## config.mk

```make
export PLATFORM = sky130hd
export DESIGN_NAME = secs_rtc
export DESIGN_NICKNAME = d
export VERILOG_FILES = /design/src/rtl/rtc_pkg.sv /design/src/rtl/rtc_count_fsm.sv /design/src/rtl/rtc_match_unit.sv /design/src/rtl/secs_rtc.sv
export SDC_FILE = /design/constraint.sdc
export NUM_CORES = 1
export LEC_CHECK = 0
export BUFFER_PORTS_ARGS = -buffer_cell sky130_fd_sc_hd__buf_2
export CAP_MARGIN = 20
export CORE_ASPECT_RATIO = 1.4
export CORE_MARGIN = 3
export CORE_UTILIZATION = 55
export DETAILED_ROUTE_END_ITERATION = 8
export PLACE_DENSITY = 0.78
export SETUP_SLACK_MARGIN = 0.2
export SKIP_CTS_REPAIR_TIMING = 1
export SYNTH_ARGS = -nofsm -noshare
export SYNTH_HDL_FRONTEND = slang
export SYNTH_SLANG_ARGS = --single-unit
```

## constraint.sdc

```tcl
create_clock -name clk -period 2.6 [get_ports clk]
set_input_delay 0.52 -clock clk [delete_from_list [all_inputs] [get_ports clk]]
set_output_delay 0.52 -clock clk [all_outputs]
set_load 0.01 [all_outputs]
```

## src/rtl/rtc_pkg.sv

```systemverilog
package rtc_pkg;
    localparam int DATA_W    = 32;
    localparam int NUM_MATCH = 2;

    localparam int OFS_UP    = 'h00;
    localparam int OFS_DN    = 'h04;
    localparam int OFS_MATCH = 'h08;
    localparam int OFS_CTRL  = 'h10;
    localparam int OFS_STAT  = 'h14;
    localparam int OFS_KEY   = 'h18;

    localparam int CB_EN0    = 0;
    localparam int CB_EN1    = 1;
    localparam int CB_SW0    = 2;
    localparam int CB_SW1    = 3;
    localparam int CB_SRST   = 4;
    localparam int CB_HALT   = 6;
    localparam int CB_FORCE  = 7;
    localparam logic [7:0] CTRL_MASK = 8'hDF;

    typedef enum logic [1:0] {
        ST_RUN  = 2'd0,
        ST_HALT = 2'd1,
        ST_SRST = 2'd2
    } cnt_state_e;
endpackage

```

## src/rtl/rtc_count_fsm.sv

```systemverilog
module rtc_count_fsm
    import rtc_pkg::*;
#(
    parameter int W = 32
) (
    input  logic         clk,
    input  logic         rst_n,
    input  logic         tick_i,
    input  logic         srst_nxt_i,
    input  logic         halt_nxt_i,
    input  logic         ld_up_i,
    input  logic         ld_dn_i,
    input  logic [W-1:0] ld_val_i,
    output logic [W-1:0] up_o,
    output logic [W-1:0] dn_o,
    output logic         up_step_o,
    output logic         srst_o
);
    localparam logic [W-1:0] ONES = '1;

    cnt_state_e state_q, state_d;
    logic       dn_step;

    always_comb begin
        state_d = state_q;
        unique case (state_q)
            ST_RUN:  if (srst_nxt_i) state_d = ST_SRST;
                     else if (halt_nxt_i) state_d = ST_HALT;
            ST_HALT: if (srst_nxt_i) state_d = ST_SRST;
                     else if (!halt_nxt_i) state_d = ST_RUN;
            ST_SRST: if (!srst_nxt_i) state_d = halt_nxt_i ? ST_HALT : ST_RUN;
            default: state_d = ST_RUN;
        endcase
    end

    always_ff @(posedge clk or negedge rst_n) begin
        if (!rst_n) state_q <= ST_RUN;
        else        state_q <= state_d;
    end

    always_comb begin
        up_step_o = (state_q == ST_RUN) && tick_i && !ld_up_i;
        dn_step   = (state_q == ST_RUN) && tick_i && !ld_dn_i;
        srst_o    = (state_q == ST_SRST);
    end

    always_ff @(posedge clk or negedge rst_n) begin
        if (!rst_n) begin
            up_o <= '0;
            dn_o <= ONES;
        end else if (srst_o) begin
            up_o <= '0;
            dn_o <= ONES;
        end else begin
            if (ld_up_i)        up_o <= ld_val_i;
            else if (up_step_o) up_o <= up_o + 1'b1;
            if (ld_dn_i)        dn_o <= ld_val_i;
            else if (dn_step)   dn_o <= dn_o - 1'b1;
        end
    end

    AST_RUN_INCR: assert property (@(posedge clk) disable iff (!rst_n)
        up_step_o |=> up_o == $past(up_o) + 1'b1);
    AST_HALT_HOLD: assert property (@(posedge clk) disable iff (!rst_n)
        (state_q == ST_HALT && !ld_up_i) |=> $stable(up_o));
    AST_PAIR_SUM: assert property (@(posedge clk) disable iff (!rst_n)
        (up_step_o && dn_step) |=> (up_o + dn_o) == $past(up_o + dn_o));
endmodule

```

## src/rtl/rtc_match_unit.sv

```systemverilog
module rtc_match_unit #(
    parameter int W = 32
) (
    input  logic         clk,
    input  logic         rst_n,
    input  logic         wr_i,
    input  logic [W-1:0] wdata_i,
    input  logic         step_i,
    input  logic [W-1:0] up_i,
    input  logic         clr_i,
    output logic [W-1:0] val_o,
    output logic         hit_o,
    output logic         stat_o
);
    localparam logic [W-1:0] ONES = '1;

    always_comb hit_o = step_i && ((up_i + 1'b1) == val_o) && (val_o != ONES);

    always_ff @(posedge clk or negedge rst_n) begin
        if (!rst_n) begin
            val_o  <= ONES;
            stat_o <= 1'b0;
        end else begin
            if (wr_i) val_o <= wdata_i;
            if (hit_o)      stat_o <= 1'b1;
            else if (clr_i) stat_o <= 1'b0;
        end
    end

    AST_DEAD_MATCH: assert property (@(posedge clk) disable iff (!rst_n)
        (val_o == ONES && !clr_i) |=> $stable(stat_o));
    AST_W1C: assert property (@(posedge clk) disable iff (!rst_n)
        (clr_i && !hit_o) |=> !stat_o);
endmodule

```

## src/rtl/secs_rtc.sv

```systemverilog
module secs_rtc
    import rtc_pkg::*;
#(
    parameter int ADDR_W = 5
) (
    input  logic              clk,
    input  logic              rst_n,
    input  logic              sec_tick,
    input  logic [ADDR_W-1:0] bus_addr,
    input  logic              bus_we,
    input  logic [DATA_W-1:0] bus_wdata,
    output logic [DATA_W-1:0] bus_rdata,
    output logic              irq
);
    logic [7:0]        ctrl_q, ctrl_d;
    logic [DATA_W-1:0] key_q;
    logic              onsw_q;
    logic [DATA_W-1:0] up_w, dn_w;
    logic              up_step, srst_w;
    logic              wr_up, wr_dn, wr_ctrl, wr_stat, wr_key;
    logic [DATA_W-1:0] match_val [NUM_MATCH];
    logic [NUM_MATCH-1:0] hit, stat;

    always_comb begin
        wr_up   = bus_we && bus_addr == ADDR_W'(OFS_UP);
        wr_dn   = bus_we && bus_addr == ADDR_W'(OFS_DN);
        wr_ctrl = bus_we && bus_addr == ADDR_W'(OFS_CTRL);
        wr_stat = bus_we && bus_addr == ADDR_W'(OFS_STAT);
        wr_key  = bus_we && bus_addr == ADDR_W'(OFS_KEY);
        ctrl_d  = wr_ctrl ? (bus_wdata[7:0] & CTRL_MASK) : ctrl_q;
    end

    rtc_count_fsm #(.W(DATA_W)) u_cnt (
        .clk        (clk),
        .rst_n      (rst_n),
        .tick_i     (sec_tick),
        .srst_nxt_i (ctrl_d[CB_SRST]),
        .halt_nxt_i (ctrl_d[CB_HALT]),
        .ld_up_i    (wr_up && !srst_w),
        .ld_dn_i    (wr_dn && !srst_w),
        .ld_val_i   (bus_wdata),
        .up_o       (up_w),
        .dn_o       (dn_w),
        .up_step_o  (up_step),
        .srst_o     (srst_w)
    );

    for (genvar i = 0; i < NUM_MATCH; i++) begin : g_match
        rtc_match_unit #(.W(DATA_W)) u_m (
            .clk     (clk),
            .rst_n   (rst_n),
            .wr_i    (bus_we && bus_addr == ADDR_W'(OFS_MATCH + 4*i)),
            .wdata_i (bus_wdata),
            .step_i  (up_step),
            .up_i    (up_w),
            .clr_i   (wr_stat && bus_wdata[i]),
            .val_o   (match_val[i]),
            .hit_o   (hit[i]),
            .stat_o  (stat[i])
        );
    end

    always_ff @(posedge clk or negedge rst_n) begin
        if (!rst_n) begin
            ctrl_q <= '0;
            key_q  <= '0;
            onsw_q <= 1'b0;
        end else begin
            ctrl_q <= ctrl_d;
            if (wr_key) key_q <= bus_wdata;
            if ((hit[0] && ctrl_q[CB_SW0]) || (hit[1] && ctrl_q[CB_SW1]) || ctrl_q[CB_FORCE])
                onsw_q <= 1'b1;
            else if (wr_stat && bus_wdata[NUM_MATCH])
                onsw_q <= 1'b0;
        end
    end

    always_comb begin
        irq = (stat[0] && ctrl_q[CB_EN0]) || (stat[1] && ctrl_q[CB_EN1]);
        bus_rdata = '0;
        case (bus_addr)
            ADDR_W'(OFS_UP):        bus_rdata = up_w;
            ADDR_W'(OFS_DN):        bus_rdata = dn_w;
            ADDR_W'(OFS_MATCH):     bus_rdata = match_val[0];
            ADDR_W'(OFS_MATCH + 4): bus_rdata = match_val[1];
            ADDR_W'(OFS_CTRL):      bus_rdata = {24'd0, ctrl_q};
            ADDR_W'(OFS_STAT):      bus_rdata = {29'd0, onsw_q, stat};
            ADDR_W'(OFS_KEY):       bus_rdata = key_q;
            default:                bus_rdata = '0;
        endcase
    end

    AST_SRST_CLEAR: assert property (@(posedge clk) disable iff (!rst_n)
        (wr_up && ctrl_q[CB_SRST] && ctrl_d[CB_SRST]) |=> up_w == '0);
    AST_KEY_WRITE: assert property (@(posedge clk) disable iff (!rst_n)
        wr_key |=> key_q == $past(bus_wdata));
    AST_FORCE_SW: assert property (@(posedge clk) disable iff (!rst_n)
        ctrl_q[CB_FORCE] |=> onsw_q);
    AST_IRQ_MASK: assert property (@(posedge clk) disable iff (!rst_n)
        (ctrl_q[1:0] == 2'b00) |-> !irq);
endmodule

```

==> impl_metrics.env <==
export IMPL_drt_iter0_markers=1143
export IMPL_place_detailed_hpwl_mm=33.4
export IMPL_tns_ps=-428
export IMPL_gp_congestion=1.01
export IMPL_cts_tree="built"
export IMPL_detail_route_vias_per_cell=6.71
export IMPL_die_width_um=128
export IMPL_rr_startpoint="u_cnt.up_o[0]$_DFFE_PN0P_"
export IMPL_rrSetupSlack_ps=-170
export IMPL_grt_pass1_wl_mm=67.2
export IMPL_htree_levels=4
export IMPL_cts_buffers=17
export IMPL_clock_path_buffers=2
export IMPL_cts_clk_slew_worst_paths_ps=70
export IMPL_fillerInstances=1522
export IMPL_fin_ws_ps=-170
export IMPL_p_leak_uw=0.00629
export IMPL_synth_edf_count=0
export IMPL_cp_arrival_ps=3140
export IMPL_rr_worst_depth=12
export IMPL_yosysWarnings=0
export IMPL_dpl_worst_slack_ps=-776
export IMPL_power_frac_comb_pct=35.3
export IMPL_synth_cell_types=75
export IMPL_status="finished, violations left"
export IMPL_max_slew_margin_rel_pct=42.4
export IMPL_seq_power_share_pct=40.8
export IMPL_synth_top_area_share_pct=22.1
export IMPL_routed_wl_mm=45.3
export IMPL_core_um2=20100
export IMPL_drive_gt1_share_pct=43.2
export IMPL_antenna_found_initial=0
export IMPL_synth_nets=1285
export IMPL_io_pins=74
export IMPL_clk_latency_ps=440
export IMPL_setup_viol_count_final=4
export IMPL_io_buffers=73
export IMPL_yosysTopAreaCell="dfstp_2"
export IMPL_async_reset_ff_share_pct=100
export IMPL_ant_nets=0
export IMPL_drv_cap=0
export IMPL_avgSynthCellArea_um2=9.19
export IMPL_grt_setup_unrepaired="true"
export IMPL_grt_pass1_vias=11500
export IMPL_power_density_nw_per_um2=712
export IMPL_diodes=0
export IMPL_p_int_uw=6600
export IMPL_synth_area_leaders="dfstp_2 22%, dfrtp_1 17%, mux2_2 10%, mux2i_1 4.8%, nand2_1 4.5%"
export IMPL_syn2layout_area_growth_pct=29.5
export IMPL_skew_ps=10.9
export IMPL_die_area_um2=22500
export IMPL_violations="setup timing"
export IMPL_crit_fanout=6
export IMPL_wire_per_inst_um=26.1
export IMPL_grt_max_degree=57
export IMPL_drcViolationCount=0
export IMPL_fp_dieH_um=176
export IMPL_synth_most_common_cell="nand2_1"
export IMPL_cp_startpoint="u_cnt.up_o[0]$_DFFE_PN0P_"
export IMPL_drv_slew=0
export IMPL_gr_total_overflow=0
export IMPL_grt_usage_pct=39.1
export IMPL_p_clk_share_pct=23.9
export IMPL_finalHoldViolations=0
export IMPL_p_sw_uw=3930
export IMPL_ys_top_cells_by_count="138 x nand2_1, 104 x mux2_2, 96 x dfstp_2"
export IMPL_ir_worst_vdd_v=0.000485
export IMPL_final_nets=1512
export IMPL_worst_pin_slew_ps=864
export IMPL_synth_seq_area_share_pct=38.8
export IMPL_switching_share_pct=37.3
export IMPL_initial_core_util_pct=56.7
export IMPL_cts_sinks=172
export IMPL_clockRootBuffer="clkbuf_16"
export IMPL_rows=61
export IMPL_ys_ff_latch=172
export IMPL_syn_cell_area_um2=11400
export IMPL_min_period_ps=2770
export IMPL_fmax_mhz=361
export IMPL_yosys_most_used_dff="dfstp_2"
export IMPL_timing_final_crit_share_pct=107
export IMPL_synthCells=1242
export IMPL_cp_end_kind="flip-flop"
export IMPL_timing_rr_end="onsw_q$_DFFE_PN0P_"
export IMPL_worstSetupStartpointType="flip-flop"
export IMPL_worstHoldPathType="in -> async"
export IMPL_critPathKind="reg -> reg"
export IMPL_firstDrtPassIters=6
export IMPL_vias=11600
export IMPL_cp_required_ps=2970
-- metal layers --
| layer | vias up | part of all wire (%) | GRT usage, % | wire, um |
|---|---|---|---|---|
| li1 | 5071 | - | - | - |
| met1 | 5711 | 36 | 46.8 | 16500 |
| met2 | 659 | 50 | 67.2 | 22500 |
| met3 | 194 | 7.3 | 6.66 | 3290 |
| met4 | 0 | 6.7 | 20.2 | 3040 |
| met5 | - | 0 | 0 | 0 |
-- worst max-delay path by stage --
stage | endpoint | depth (start not counted) | slack [ps]
2_1_floorplan | onsw_q$_DFFE_PN0P_ | 11 | 80
3_3_place_gp | onsw_q$_DFFE_PN0P_ | 10 | -660
3_5_place_dp | onsw_q$_DFFE_PN0P_ | 11 | -780
4_1_cts | onsw_q$_DFFE_PN0P_ | 11 | -790
5_1_grt | onsw_q$_DFFE_PN0P_ | 14 | -320
6_report | onsw_q$_DFFE_PN0P_ | 12 | -170
-- cell usage in the layout (no fill, tap or decap), drive strengths merged, types with 26 or more instances in the layout --
| master | instances |
|---|---|
| nand2 | 138 |
| nor3 | 31 |
| o21ai | 90 |
| dfstp | 96 |
| nor2 | 85 |
| dfrtp | 76 |
| nand4 | 45 |
| buf | 304 |
| mux2i | 55 |
| a21oi | 63 |
| xnor2 | 50 |
| nand3 | 43 |
| mux2 | 104 |
| o221ai | 26 |
-- registers in the layout, indices dropped and copies added (netlist names) --
signal,flops
u_cnt.state_q,2
g_match.u_m.val_o,64
key_q,32
u_cnt.up_o,32
ctrl_q,7
onsw_q,1
u_cnt.dn_o,32
g_match.u_m.stat_o,2
-- metrics by stage --
| stage | cell area (um^2) | instances | power, uW | utilization (%) | hold slack [ps] |
|---|---|---|---|---|---|
| after floorplan | 11600 | 1242 | 6020 | - | 224 |
| after global placement | 13500 | 1683 | 7460 | 67.2 | 487 |
| after detailed placement | 13500 | 1683 | 7550 | 67.2 | 495 |
| after CTS | 14100 | 1715 | 10100 | 70.0 | 42.5 |
| after global routing | 14800 | 1734 | 10900 | 73.4 | 56.9 |
| final | 14800 | 1734 | 10500 | 73.4 | 23.1 |
-- power groups by stage --
stage	sequential (uW)	clock (uW)	combinational (uW)
2_1_floorplan	3970	0	2050
3_3_place_gp	4220	0	3240
3_5_place_dp	4250	0	3310
4_1_cts	4210	2530	3330
5_1_grt	4350	2630	3960
6_report	4290	2520	3710
-- area by class of cell --
class | count | area, um^2 | area share, %
timing repair buffer | 305 | 2290 | 15.5
multi-input combinational | 961 | 7160 | 48.4
tap | 252 | 315 | 2.13
clock buffer | 21 | 450 | 3.05
sequential | 172 | 4430 | 29.9
inverter | 12 | 45.0 | 0.305
clock inverter | 11 | 110 | 0.744
-- cells by family after synthesis --
group | Yosys count | share of synthesized area [%]
AND/OR/NAND/NOR | 432 | 19.5
AO/OA/AOI/OAI | 295 | 16.7
flip-flops | 172 | 38.8
multiplexers | 159 | 15.1
buffers and inverters | 109 | 3.95
XOR/XNOR | 73 | 5.72
adder cells (fa/ha/maj) | 2 | 0.219
-- critical path: stages (launching register included) --
cell and delay, ps:
dfrtp_1 380, buf_6 110, ha_4 140, nand3_4 130
nor4_4 340, xnor2_1 170, nor2_1 100, a2111oi_4 370
nand4_1 230, nor4_2 260, buf_4 160, nand4_1 130
o211ai_2 170
Power figures use the tool's default switching activity.
